File: src/rtl/crb_pkg.sv
package crb_pkg;

    typedef enum logic [1:0] {
        CRB_WIDE   = 2'd0,
        CRB_PAIR_A = 2'd1,
        CRB_PAIR_B = 2'd2
    } crb_mode_e;

    // control positions inside the narrow input field (index = position - 1)
    localparam int unsigned POS_A_CKE = 0;
    localparam int unsigned POS_A_ODT = 3;
    localparam int unsigned POS_B_ODT = 10;
    localparam int unsigned POS_B_CKE = 13;

endpackage

File: src/rtl/crb_mode_dec.sv
module crb_mode_dec
    import crb_pkg::*;
(
    input  logic      mode_split,
    input  logic      mode_role,
    output crb_mode_e mode
);

    always_comb begin
        if (!mode_split) begin
            mode = CRB_WIDE;
        end else if (mode_role) begin
            mode = CRB_PAIR_B;
        end else begin
            mode = CRB_PAIR_A;
        end
    end

endmodule

File: src/rtl/crb_ctrl_pick.sv
module crb_ctrl_pick
    import crb_pkg::*;
#(
    parameter int unsigned NARROW_W = 14
) (
    input  crb_mode_e           mode,
    input  logic [NARROW_W-1:0] din_lo,
    input  logic                cke_in,
    input  logic                odt_in,
    output logic                cke_nx,
    output logic                odt_nx,
    output logic [NARROW_W-1:0] ctl_mask
);

    always_comb begin
        cke_nx   = cke_in;
        odt_nx   = odt_in;
        ctl_mask = '0;
        unique case (mode)
            CRB_PAIR_A: begin
                cke_nx              = din_lo[POS_A_CKE];
                odt_nx              = din_lo[POS_A_ODT];
                ctl_mask[POS_A_CKE] = 1'b1;
                ctl_mask[POS_A_ODT] = 1'b1;
            end
            CRB_PAIR_B: begin
                cke_nx              = din_lo[POS_B_CKE];
                odt_nx              = din_lo[POS_B_ODT];
                ctl_mask[POS_B_CKE] = 1'b1;
                ctl_mask[POS_B_ODT] = 1'b1;
            end
            default: begin
                cke_nx   = cke_in;
                odt_nx   = odt_in;
                ctl_mask = '0;
            end
        endcase
    end

endmodule

File: src/rtl/crb_lane_route.sv
module crb_lane_route
    import crb_pkg::*;
#(
    parameter int unsigned WIDE_W   = 25,
    parameter int unsigned NARROW_W = 14
) (
    input  crb_mode_e           mode,
    input  logic                gate_open,
    input  logic [WIDE_W-1:0]   din,
    input  logic [NARROW_W-1:0] ctl_mask,
    input  logic [WIDE_W-1:0]   qa_cur,
    input  logic [NARROW_W-1:0] qb_cur,
    output logic [WIDE_W-1:0]   qa_nx,
    output logic [NARROW_W-1:0] qb_nx
);

    logic is_wide;
    assign is_wide = (mode == CRB_WIDE);

    for (genvar i = 0; i < WIDE_W; i++) begin : g_lane
        if (i < NARROW_W) begin : g_lo
            // shared lanes: primary copy plus second copy
            assign qa_nx[i] = (!is_wide && ctl_mask[i]) ? 1'b0
                            : (gate_open ? din[i] : qa_cur[i]);
            assign qb_nx[i] = (is_wide || ctl_mask[i]) ? 1'b0
                            : (gate_open ? din[i] : qb_cur[i]);
        end else begin : g_hi
            // upper lanes exist only in the wide topology
            assign qa_nx[i] = !is_wide ? 1'b0
                            : (gate_open ? din[i] : qa_cur[i]);
        end
    end

endmodule

File: src/rtl/crb_top.sv
module crb_top
    import crb_pkg::*;
#(
    parameter int unsigned WIDE_W   = 25,
    parameter int unsigned NARROW_W = 14
) (
    input  logic                clk,
    input  logic                rst_n,
    input  logic                mode_split,
    input  logic                mode_role,
    input  logic [WIDE_W-1:0]   din,
    input  logic                cke_in,
    input  logic                odt_in,
    input  logic                cs0_n,
    input  logic                cs1_n,
    output logic [WIDE_W-1:0]   q_a,
    output logic [NARROW_W-1:0] q_b,
    output logic                cke_a,
    output logic                cke_b,
    output logic                odt_a,
    output logic                odt_b,
    output logic                csq_a,
    output logic                csq_b
);

    typedef struct packed {
        logic [WIDE_W-1:0]   qa;
        logic [NARROW_W-1:0] qb;
        logic                cke_a;
        logic                cke_b;
        logic                odt_a;
        logic                odt_b;
        logic                cs_a;
        logic                cs_b;
    } crb_regs_t;

    crb_regs_t           st_d;
    crb_regs_t           st_q;
    crb_mode_e           mode;
    logic                gate_open;
    logic                cke_nx;
    logic                odt_nx;
    logic [NARROW_W-1:0] ctl_mask;
    logic [WIDE_W-1:0]   qa_nx;
    logic [NARROW_W-1:0] qb_nx;

    // data lanes move only when at least one select is active
    assign gate_open = !(cs0_n && cs1_n);

    crb_mode_dec u_dec (
        .mode_split (mode_split),
        .mode_role  (mode_role),
        .mode       (mode)
    );

    crb_ctrl_pick #(.NARROW_W(NARROW_W)) u_ctl (
        .mode     (mode),
        .din_lo   (din[NARROW_W-1:0]),
        .cke_in   (cke_in),
        .odt_in   (odt_in),
        .cke_nx   (cke_nx),
        .odt_nx   (odt_nx),
        .ctl_mask (ctl_mask)
    );

    crb_lane_route #(.WIDE_W(WIDE_W), .NARROW_W(NARROW_W)) u_route (
        .mode      (mode),
        .gate_open (gate_open),
        .din       (din),
        .ctl_mask  (ctl_mask),
        .qa_cur    (st_q.qa),
        .qb_cur    (st_q.qb),
        .qa_nx     (qa_nx),
        .qb_nx     (qb_nx)
    );

    always_comb begin
        st_d       = st_q;
        st_d.qa    = qa_nx;
        st_d.qb    = qb_nx;
        st_d.cke_a = cke_nx;
        st_d.cke_b = cke_nx;
        st_d.odt_a = odt_nx;
        st_d.odt_b = odt_nx;
        st_d.cs_a  = cs0_n;
        st_d.cs_b  = cs0_n;
    end

    always_ff @(posedge clk or negedge rst_n) begin
        if (!rst_n) begin
            st_q <= '0;
        end else begin
            st_q <= st_d;
        end
    end

    assign q_a   = st_q.qa;
    assign q_b   = st_q.qb;
    assign cke_a = st_q.cke_a;
    assign cke_b = st_q.cke_b;
    assign odt_a = st_q.odt_a;
    assign odt_b = st_q.odt_b;
    assign csq_a = st_q.cs_a;
    assign csq_b = st_q.cs_b;

endmodule

File: config.mk
export PLATFORM = sky130hd
export DESIGN_NAME = crb_top
export DESIGN_NICKNAME = d
export VERILOG_FILES = /design/src/rtl/crb_pkg.sv /design/src/rtl/crb_mode_dec.sv /design/src/rtl/crb_ctrl_pick.sv /design/src/rtl/crb_lane_route.sv /design/src/rtl/crb_top.sv
export SDC_FILE = /design/constraint.sdc
export NUM_CORES = 1
export LEC_CHECK = 0
export ABC_AREA = 1
export CORE_ASPECT_RATIO = 1.4
export CORE_MARGIN = 2
export CORE_UTILIZATION = 45
export DETAILED_ROUTE_END_ITERATION = 8
export GPL_TIMING_DRIVEN = 0
export PLACE_DENSITY = 0.85
export SLEW_MARGIN = 30
export SYNTH_ARGS = -nofsm -noshare
export SYNTH_HDL_FRONTEND = slang
export SYNTH_SLANG_ARGS = --single-unit
File: constraint.sdc
create_clock -name clk -period 0.8 [get_ports clk]
set_input_delay 0.16 -clock clk [delete_from_list [all_inputs] [get_ports clk]]
set_output_delay 0.16 -clock clk [all_outputs]
set_load 0.005 [all_outputs]
# After elaboration in Yosys (flattened, before gate mapping)
# Index checks and enable logic that the tools add are counted.
[classes]
n_eq_ne = 8
mux = 60
n_reduce_logical = 7
[op_table]
columns = ["cell", "count"]
rows = [
  ["2-to-1 mux 1 bit", 56],
  ["inequality test 2 x 1 -> 1 bit (second input constant)", 5],
  ["2-to-1 mux 2 bit", 2],
  ["case mux 1 bit (2 select lines)", 2],
  ["logical AND 1 bit", 3],
  ["== test 2 x 1 -> 1 bit (second input constant)", 1],
  ["== test 2 bit (second input constant)", 1],
  ["zero test 2 bit", 1],
  ["logical OR 1 bit", 2],
  ["inequality test 2 bit (second input constant)", 1],
  ["zero test 1 bit", 1],
]
[word_totals]
inputBits = 33
word_cells = 85
reg_bits = 42
out_inout_bits = 45

# Depth between registers and ports, before layout
# Gate-level depths: netlist (run 1).
[logic_depth]
word_depth = 6
ltp_mapped = 5
ltp_nobuf = 4

# Modules after synthesis
# A second synthesis (run 1) with hierarchy kept.
[hier_totals]
cells_unflattened = 283
area_unflattened_um2 = 2175.8
[by_module_without_submodules]
columns = ["module", "instances", "cells_each", "area_each_um2", "seq_area_each_um2"]
rows = [
  ["crb_top", 1, 46, 1077.3, 1051.0],
  ["crb_lane_route", 1, 202, 893.4, 0.0],
  ["crb_ctrl_pick", 1, 31, 187.7, 0.0],
  ["crb_mode_dec", 1, 4, 17.5, 0.0],
]

# Worst setup path before layout (run 1)
# OpenSTA, ideal clock, no wires.
[synth_timing]
kind = "input to register"
start = "input port mode_split"
end = "register st_q (netlist bit odt_b)"
t_arrival_ns = 0.623
path_stages = 5
setup_slack_ns = 0.053
setup_time_ns = 0.124
path_buffers = 2
required_ns = 0.676
cell_sequence = "buf_4 -> inv_6 -> buf_6 -> nand2_1 -> nand3_1"
[synth_between]
elab_chain_cells = 3
elab_cells_between_ends = 4
classes_between = "2 x eq/ne; 2 x mux"
[synth_lines]
columns = ["item", "line_no", "source"]
rows = [
  ["start, declared", "crb_top.sv:9", "input logic mode_split,"],
  ["2-to-1 mux 2 bit (*)", "crb_mode_dec.sv:10", "if (!mode_split) begin"],
  ["== test 2 bit or == test 2 x 1 -> 1 bit (tied branches)", "crb_ctrl_pick.sv:19", "unique case (mode)"],
  ["case mux 1 bit (2 select lines) (*)", "crb_ctrl_pick.sv:19", ""],
  ["named net odt_nx", "crb_top.sv:42", "logic odt_nx;"],
  ["end signal, assigned", "crb_top.sv:93", "st_q <= st_d;"],
  ["end, declared", "crb_top.sv:38", "crb_regs_t st_q;"],
]
# The timed path passes the listed nets; every way through them passes the cells marked *.
# A chain may end at the register's enable or synchronous reset.

# Worst setup path in the final report (run 1)
[layout_timing]
start = "register st_q (netlist bit odt_b)"
end = "output port odt_b"
[layout_rtl]
columns = ["item", "line_no", "source"]
rows = [
  ["end, declared", "crb_top.sv:21", "output logic odt_b,"],
]
# No word-level cell between the ends.

==> flow_summary_export.csv, run 1 <==
group,metric,value,unit
synth,synth_area,1800,sq um
floorplanning,ios,78,
synth,synth_area_per_cell,9.45,sq um
power,switchingPower,1.23,mW
sta,timing.final.max_slew_violations,0,
setup_path,critPathLaunch,"odt_b$_DFF_PN0_",
setup_path,cp.required,0.64,ns
power,power_density,1760,nW/um^2
placed_design,detailed_place.area,2630,sq um
sta,final_hold_viol_count,21,
clocking,clock_latency,0.30,ns
clocking,cts_tree,"built",
global_route,antenna_found_initial,0,
power,p_sw_share,24.7,%
setup_path,cp-end-kind,"primary output",
synth,synth_cells,190,
global_route,grt_pass1_wl,7.54,mm
sta,rsz0062_at_grt,"true",
detailed_routing,drtPass1Iterations,4,
synth,yosysSeqAreaShare,58.5,%
floorplanning,chipHeight,78.7,um
detailed_routing,drtIter0Drc,48,
synth,yosys.area.top_type_share,58.5,%
setup_path,rr_startpoint,"q_a[0]$_DFFE_PN0P_",
power,comb_power_share,19.5,%
clocking,htreeDepth,2,
clocking,cts.sink_count,42,
synth,synth_top_cell_by_area,"dfrtp_1",
detailed_routing,routed_wl,4.70,mm
floorplanning,start_util,46.2,%
sta,worst_slew_pin_slew,0.524,ns
placed_design,place_congestion,0.849,
outcome,status,"finished, violations left",
sta,setup_viol,50,
clocking,clkTransAtPathRegs,0.08,ns
power,power.clock.fraction,33.4,%
power,vdd_drop_max,0.00212,V
setup_path,start_kind,"register",
synth,synth_seq_cells,42,
floorplanning,core,3880,sq um
clocking,cts_buffers,5,
outcome,failed_checks,"negative hold slack, negative setup slack",
placed_design,port_buffers,76,
sta,fmax,943,MHz
power,p_int,3.75,mW
synth,ys_types,16,
global_route,grt_usage,21.8,%
detailed_routing,ant_nets,0,
flow_run,maxCapViolations,0,
floorplanning,rows,27,
power,power.leakage,1.57,nW
clocking,clk_path_buf_depth,2,
cells_and_area,syn_to_final_growth,57.1,%
sta,hold_slack,-0.173,ns
setup_path,cp_max_fo,2,
sta,period_minus_slack,1.06,ns
placed_design,pre_cts_ws,-0.528,ns
detailed_routing,drc,0,
sta,slew_headroom,65.1,%
setup_path,reg2reg_slack,-0.06,ns
floorplanning,dieArea,4520,sq um
power,power_frac_seq,47.1,%
setup_path,path_class,"register to primary output",
setup_path,arrival,0.90,ns
floorplanning,die_w,57.4,um
clocking,ctsRootBufferMaster,"clkbuf_8",
synth,synth_warnings,0,
cells_and_area,antennaDiodeCount,0,
hold_path,hp-class,"input port to asynchronous set/reset pin",
detailed_routing,detail_route.vias_per_cell,4.90,
synth,netlist_top_cells_area,"dfrtp_1 (59%), nand2_1 (16%), nand3_1 (10%)",
sta,skew,0,ns
detailed_routing,vias,1711,
synth,synth_fp_nets,223,
detailed_routing,wl_per_cell,13.5,um
sta,worst_slack,-0.261,ns
placed_design,dpl.hpwl,3.15,mm
global_route,grt_start_max_net_pins,23,
sta,finalCritPeriodShare,133,%
cells_and_area,final_nets,338,
cells_and_area,drive_gt1_share,38.2,%
global_route,grt_overflow,0,
cells_and_area,fillers,293,
cells_and_area,fin_area,2820,sq um
global_route,grt_pass1_vias,1586,
==> through the flow <==
stage | cells | power (mW) | TNS, ns | util, %
6_report | 349 | 4.98 | -8.15 | 72.6
5_1_grt | 349 | 5.18 | -9.63 | 72.6
4_1_cts | 336 | 4.91 | -8.14 | 69.7
3_5_place_dp | 310 | 3.30 | -28.80 | 67.8
3_3_place_gp | 309 | 3.27 | -87.58 | 67.2
2_1_floorplan | 190 | 2.69 | 0 | -
==> flip-flops by register name, summed over array words and instances (netlist names) <==
signal  count
q_a        25
odt_b       1
q_b        14
csq_b       1
cke_b       1
==> logic make-up (layout without fill, tap and decap cells) <==
family / count (synthesis) / count (layout) / synth area share, %
buffers and inverters: 16 / 132 / 6.97
flip-flops: 42 / 42 / 58.5
AND/OR/NAND/NOR: 132 / 132 / 34.5
==> path summary, 6_finish.rpt <==
path,endpoint,cells after the start
setup / recovery,odt_b,2
hold / removal,q_a[13]$_DFFE_PN0P_,1
setup reg to reg,q_a[0]$_DFFE_PN0P_,4
hold reg to reg,q_a[20]$_DFFE_PN0P_,2
max in group asynchronous,q_a[2]$_DFFE_PN0N_,2
min in group clk,csq_b$_DFF_PN0_,1
==> worst max-delay path: stages, from the launching register on <==
cell     delay [ns]
dfrtp_1        0.39
buf_6          0.12
buf_6          0.10
==> final cells by class <==
class,count,area [sq um],area share (%)
Sequential cell,42,1050,37.3
Timing Repair Buffer,108,823,29.2
Multi-Input combinational cell,132,622,22.0
Buffer,12,136,4.83
Clock buffer,6,72.6,2.57
Tap cell,43,53.8,1.91
Clock inverter,2,37.5,1.33
Inverter,4,25.0,0.887
==> power groups by stage <==
stage	Clock, mW	Sequential [mW]	Combinational, mW
after floorplan	0	2.40	0.289
after global placement	0	2.39	0.879
after detailed placement	0	2.39	0.907
after CTS	1.67	2.34	0.897
after global routing	1.76	2.36	1.06
final	1.66	2.34	0.972
==> cell usage after synthesis, drive strengths merged <==
master	n
nand2	90
buf	12
dfrtp	42
inv	3
clkinv	1
nand3	36
nor2	4
nand4	2
==> cells in the final DEF (no fill, tap or decap), types with 2 or more instances in the layout <==
cell,instances
nand2_1,77
buf_2,43
dfrtp_1,42
nand3_1,36
buf_4,32
clkdlybuf4s50_1,27
buf_6,11
nand2_2,11
clkbuf_8,5
inv_6,2
nand2_4,2
nor2_4,2
buf_12,2
nand4_1,2
dlygate4sd2_1,2
==> repair_timing <==
| action | 4_1_cts | 5_1_grt |
|---|---|---|
| setup endpoints to repair | 86 | 50 |
| gates resized for setup | 194 | 5 |
| buffers inserted | 18 | 13 |
| endpoints found under the hold margin | 21 | 21 |
| pin swaps | 1 | 3 |
==> metal layers <==
metal	vias to the layer above	part of all wire [%]	global-route usage, %	routed length [um]
li1	834	-	-	-
met4	0	1.6	8.37	74
met2	63	54	36.8	2560
met1	808	38	27.1	1790
met3	6	5.7	4.56	269
met5	-	0	0	0
Power figures use the tool's default switching activity.
==> run 2: changes to the inputs <==
ABC_AREA = not set   (was 1)
PLACE_DENSITY = 0.82   (was 0.85)
==> run 2 against run 1 <==
- the run still ends with negative hold slack, negative setup slack left
- clock power is 16% lower
- cell area is 11% higher
- synthesized cell count is 14% lower
- clock skew stayed put
- sequential power hardly changed
- clock-buffer cell count is 1 higher
- core utilization is 0.77 points higher
- largest cell class unchanged
- largest power group unchanged
==> flow_summary_export.csv, run 2 <==
group,metric,value,unit
synth,synth_common_cells,"dfrtp_1 (42), nand3_1 (19), a21bo_1 (15)",
detailed_routing,routed_wl,5.36,mm
clocking,ctsRootBufferMaster,"clkbuf_8",
sta,worst_slack,-0.264,ns
placed_design,place_congestion,0.769,
global_route,grt_overflow,0,
cells_and_area,regArea,1050,sq um
sta,hold_slack,-0.176,ns
clocking,clkTransAtPathRegs,0.08,ns
sta,period_minus_slack,1.06,ns
synth,ys_types,17,
detailed_routing,wl_per_cell,16.1,um
outcome,failed_checks,"negative hold slack, negative setup slack",
cells_and_area,post-route-util,73.4,%
synth,synth_area_per_cell,12.3,sq um
detailed_routing,detail_route.vias_per_cell,5.01,
setup_path,worstPathCellList,"buf_6 > buf_6",
sta,fmax,940,MHz
setup_path,arrival,0.90,ns
clocking,clk_path_buf_depth,2,
sta,timing.final.max_slew_violations,0,
floorplanning,core,4270,sq um
detailed_routing,vias,1673,
cells_and_area,antennaDiodeCount,0,
placed_design,dp_cells,300,
synth,synth_area,2010,sq um
setup_path,crit_top_cell,"buf_6",
sta,worst_slew_pin_slew,0.505,ns
floorplanning,chipHeight,83.2,um
power,power_density,1550,nW/um^2
cells_and_area,final_cell_mix,"buf_2 (49), dfrtp_1 (42), clkdlybuf4s50_1 (24), buf_4 (20), buf_6 (17)",
floorplanning,start_util,47.1,%
clocking,cts.sink_count,42,
setup_path,path_class,"register to primary output",
placed_design,port_buffers,75,
floorplanning,rows,28,
cells_and_area,fillers,358,
setup_path,cp-end-kind,"primary output",
placed_design,dpl.hpwl,3.54,mm
sta,skew,0,ns
clocking,htreeDepth,2,
global_route,grt_usage,22.0,%
floorplanning,dieArea,5040,sq um
cells_and_area,syn_to_final_growth,55.7,%
floorplanning,ios,78,
synth,yosys_most_used_dff,"dfrtp_1",
synth,netlist_top_cells_area,"dfrtp_1 (52%), a21bo_1 (7.5%), a21boi_2 (6.7%)",
synth,yosys.area.top_type_share,52.2,%
global_route,grt_pass1_wl,8.26,mm
synth,synth_seq_cells,42,
detailed_routing,ant_nets,0,
clocking,cts_tree,"built",
sta,final_hold_viol_count,19,
power,vdd_drop_max,0.00139,V
synth,synth.most_common_cell,"dfrtp_1",
detailed_routing,drtPass1Iterations,4,
synth,synth_fp_nets,197,
outcome,status,"finished, violations left",
sta,rsz0062_at_grt,"true",
global_route,antenna_found_initial,0,
cells_and_area,final_nets,306,
synth,synth_warnings,0,
detailed_routing,drtIter0Drc,42,
clocking,cts_buffers,5,
synth,synth_top_cell_by_area,"dfrtp_1",
sta,finalCritPeriodShare,133,%
setup_path,cp.required,0.64,ns
synth,synth_cells,164,
sta,slew_headroom,66.3,%
global_route,grt_start_max_net_pins,24,
clocking,clock_latency,0.29,ns
detailed_routing,drc,0,
synth,synth_edf_count,0,
placed_design,pre_cts_ws,-0.622,ns
cells_and_area,largest_reg_flops,25,
setup_path,cp_max_fo,2,
power,power.leakage,1.54,nW
cells_and_area,final_common_cell,"buf_2",
setup_path,slowest_delay,0.39,ns
cells_and_area,multi_input_area,888,sq um
setup_path,start_kind,"register",
floorplanning,die_w,60.5,um
synth,yosysSeqAreaShare,52.2,%
cells_and_area,drive_gt1_share,52.6,%
cells_and_area,final_cell_count_no_fill,334,
hold_path,hp-class,"input port to asynchronous set/reset pin",
setup_path,reg2reg_slack,-0.15,ns
setup_path,cp_slowest_cell,"dfrtp_1",
synth,async_flop_share,100,%
sta,setup_viol,54,
flow_run,maxCapViolations,0,
global_route,grt_pass1_vias,1704,
[run 2: cell types whose count changed after synthesis, moves of 12 or more]
cell / delta
nand3_1: -17
nand2_1: -77
a21boi_2: +12
a21bo_1: +15
a21oi_2: +13
[run 2: metrics by stage]
stage | total power [mW] | TNS (ns) | hold slack, ns | area, sq um
final | 4.85 | -8.13 | -0.176 | 3140
after global routing | 5.05 | -9.65 | -0.141 | 3140
after CTS | 4.77 | -8.23 | -0.166 | 2950
after detailed placement | 3.42 | -31.65 | 0.155 | 2890
after global placement | 3.39 | -95.46 | 0.485 | 2870
after floorplan | 2.82 | -0.196 | -0.136 | 2040
[run 2: logic make-up after synthesis]
logic type / Yosys count / share of synthesized area [%]
muxes: 2 / 0.994
AOI/OAI and AO/OA: 66 / 29.4
DFF: 42 / 52.2
and+or+nand+nor: 34 / 9.01
buffers and inverters: 20 / 8.45
[run 2: power breakdown]
group | internal (mW) | switching [mW]
combinational | 0.651 | 0.463
clock | 0.696 | 0.703
sequential | 2.26 | 0.0732
total | 3.61 | 1.24
[run 2: worst max-delay path, delay by kind of cell, from the launching register on]
family / cells / cell delay [ns]
flops: 1 / 0.39
buf+inv: 2 / 0.22
[run 2: area by class of cell]
type / instances / share of cell area (%)
Multi-Input combinational cell: 102 / 28.3
Clock buffer: 7 / 2.75
Buffer: 20 / 6.82
Timing Repair Buffer: 102 / 26.0
Tap cell: 60 / 2.39
Clock inverter: 1 / 0.160
Sequential cell: 42 / 33.5
[run 2: metal layers]
metal	wire [um]	share of wire (%)	GRT usage (%)	vias up
met5	0	0	0	-
met4	140	2.6	8.50	0
met3	208	3.9	4.52	13
met2	2950	55	38.1	45
met1	2070	39	25.6	809
li1	-	-	-	806
[run 2: final timing paths]
check | startpoint | endpoint | depth (start not counted)
min in group clk | cs0_n | csq_b$_DFF_PN0_ | 1
worst max register to register | q_b[11]$_DFFE_PN0P_ | q_b[11]$_DFFE_PN0P_ | 3
worst min-delay path | rst_n | q_a[4]$_DFFE_PN0N_ | 1
max in group asynchronous | rst_n | q_a[21]$_DFFE_PN0P_ | 2
worst max-delay path | odt_b$_DFF_PN0_ | odt_b | 2
worst min register to register | q_a[11]$_DFFE_PN0N_ | q_a[11]$_DFFE_PN0N_ | 1
[run 2: what timing repair did]
action	in CTS	in global routing
gates cloned	0	2
endpoints found under the setup margin	86	69
hold endpoints to repair	19	19
setup buffers	19	8
resized for setup	196	24
pin swaps	13	8
==> run 3: changes to the inputs <==
clock period = 1.3 ns   (was 0.8 ns; I/O delays follow)
==> run 3 against run 2 <==
- the flow now finishes without violations
- critical endpoint is now csq_b
- critical path type unchanged
- non-clock buffer count is 20 lower
- critical path depth stayed put
- core utilization is 4.0 points lower
- largest cell class unchanged
==> flow_summary_export.csv, run 3 (synthesized netlist as in run 2, its figures left out) <==
group,metric,value,unit
outcome,status,"finished, final reports clean",
detailed_routing,detail_route.vias_per_cell,5.04,
sta,worst_slack,0.0398,ns
setup_path,critPathLaunch,"csq_b$_DFF_PN0_",
floorplanning,start_util,47.1,%
hold_path,hp-class,"input port to register",
cells_and_area,regArea,1050,sq um
detailed_routing,drtPass1Iterations,4,
cells_and_area,final_cell_mix,"dfrtp_1 (42), dlygate4sd2_1 (42), clkdlybuf4s50_1 (29), nand3_1 (19), a21bo_1 (15)",
floorplanning,dieArea,5040,sq um
global_route,grt_usage,21.8,%
clocking,htreeDepth,2,
setup_path,cp_max_fo,2,
cells_and_area,fillers,369,
floorplanning,die_w,60.5,um
clocking,clock_latency,0.30,ns
global_route,antenna_found_initial,0,
sta,finalCritPeriodShare,96.9,%
setup_path,arrival,1.00,ns
sta,final_hold_viol_count,0,
floorplanning,core,4270,sq um
detailed_routing,vias,1582,
detailed_routing,drc,0,
sta,slew_headroom,60.7,%
setup_path,path_class,"register to primary output",
power,power.leakage,1.46,nW
cells_and_area,multi_input_area,793,sq um
setup_path,rr_startpoint,"q_b[11]$_DFFE_PN0P_",
sta,setup_viol,0,
placed_design,detailed_place.area,2860,sq um
setup_path,cp-end-kind,"primary output",
sta,rsz0062_at_grt,"false",
placed_design,place_congestion,0.783,
sta,period_minus_slack,1.26,ns
clocking,ctsRootBufferMaster,"clkbuf_8",
power,vdd_drop_max,0.000877,V
power,power_density,1020,nW/um^2
cells_and_area,drive_gt1_share,24.0,%
cells_and_area,final_nets,286,
global_route,grt_pass1_vias,1668,
clocking,cts_tree,"built",
global_route,grt_start_max_net_pins,25,
clocking,cts.sink_count,42,
hold_path,hold_start,"mode_split",
cells_and_area,antennaDiodeCount,0,
detailed_routing,wl_per_cell,15.3,um
floorplanning,ios,78,
cells_and_area,final_cell_count_no_fill,314,
placed_design,pre_cts_ws,-0.200,ns
cells_and_area,syn_to_final_growth,47.1,%
global_route,grt_overflow,0,
flow_run,maxCapViolations,0,
detailed_routing,drtIter0Drc,97,
detailed_routing,routed_wl,4.80,mm
clocking,cts_buffers,5,
cells_and_area,fin_area,2960,sq um
cells_and_area,largest_reg_flops,25,
detailed_routing,ant_nets,0,
placed_design,port_buffers,75,
setup_path,start_kind,"register",
clocking,clk_path_buf_depth,2,
floorplanning,rows,28,
placed_design,dp_cells,300,
clocking,clkTransAtPathRegs,0.08,ns
sta,worst_slew_pin_slew,0.590,ns
placed_design,dpl.hpwl,3.48,mm
sta,fmax,794,MHz
power,power,3.04,mW
floorplanning,chipHeight,83.2,um
setup_path,cp.required,1.04,ns
global_route,grt_pass1_wl,8.21,mm
sta,timing.final.max_slew_violations,0,
sta,skew,0,ns
run 3: repair_timing:
item,4_1_cts,5_1_grt
endpoints found under the setup margin,45,0
hold buffers,1,0
setup buffers,5,0
endpoints found under the hold margin,23,0
gates resized for setup,48,0
run 3: layout make-up:
type	count	share of cell area, %
multi-input combinational	102	26.8
buffer	20	5.74
tap	60	2.53
timing repair buffer	82	25.8
sequential	42	35.5
clock inverter	3	1.35
clock buffer	5	2.32
run 3: worst paths after layout:
path | end | slack (ns) | cells after the start
max | csq_b | 0.04 | 2
min | q_b[1]$_DFFE_PN0P_ | 0.28 | 2
max reg2reg | q_b[11]$_DFFE_PN0P_ | 0.46 | 2
min reg2reg | q_a[5]$_DFFE_PN0N_ | 0.51 | 1
max in group asynchronous | q_a[18]$_DFFE_PN0P_ | 0.30 | 3
min in group asynchronous | q_a[9]$_DFFE_PN0N_ | 0.50 | 2
run 3: stage by stage:
stage	setup TNS (ns)	hold slack, ns	util [%]
finish	0	0.276	69.4
CTS	0	0.268	69.4
global route	0	0.282	69.4
global placement	-53.40	0.496	66.5
floorplan	0	-0.0356	-
detailed placement	-6.29	0.296	67.0
run 3: per-layer routing:
| layer | routed length, um | global-route usage [%] |
|---|---|---|
| met1 | 1880 | 26.6 |
| met4 | 95 | 8.89 |
| met2 | 2560 | 36.1 |
| met3 | 255 | 4.98 |
| met5 | 0 | 0 |
run 3: power breakdown:
group	leakage, nW	switching (mW)	total (mW)	internal (mW)
Combinational	0.873	0.244	0.580	0.337
Clock	0.0579	0.457	1.02	0.565
Sequential	0.533	0.0427	1.43	1.39
Total	1.46	0.743	3.04	2.29
run 3: worst max-delay path: stages, from the launching register on:
cell	delay (ns)
dfrtp_1	0.38
buf_4	0.13
clkdlybuf4s15_1	0.19
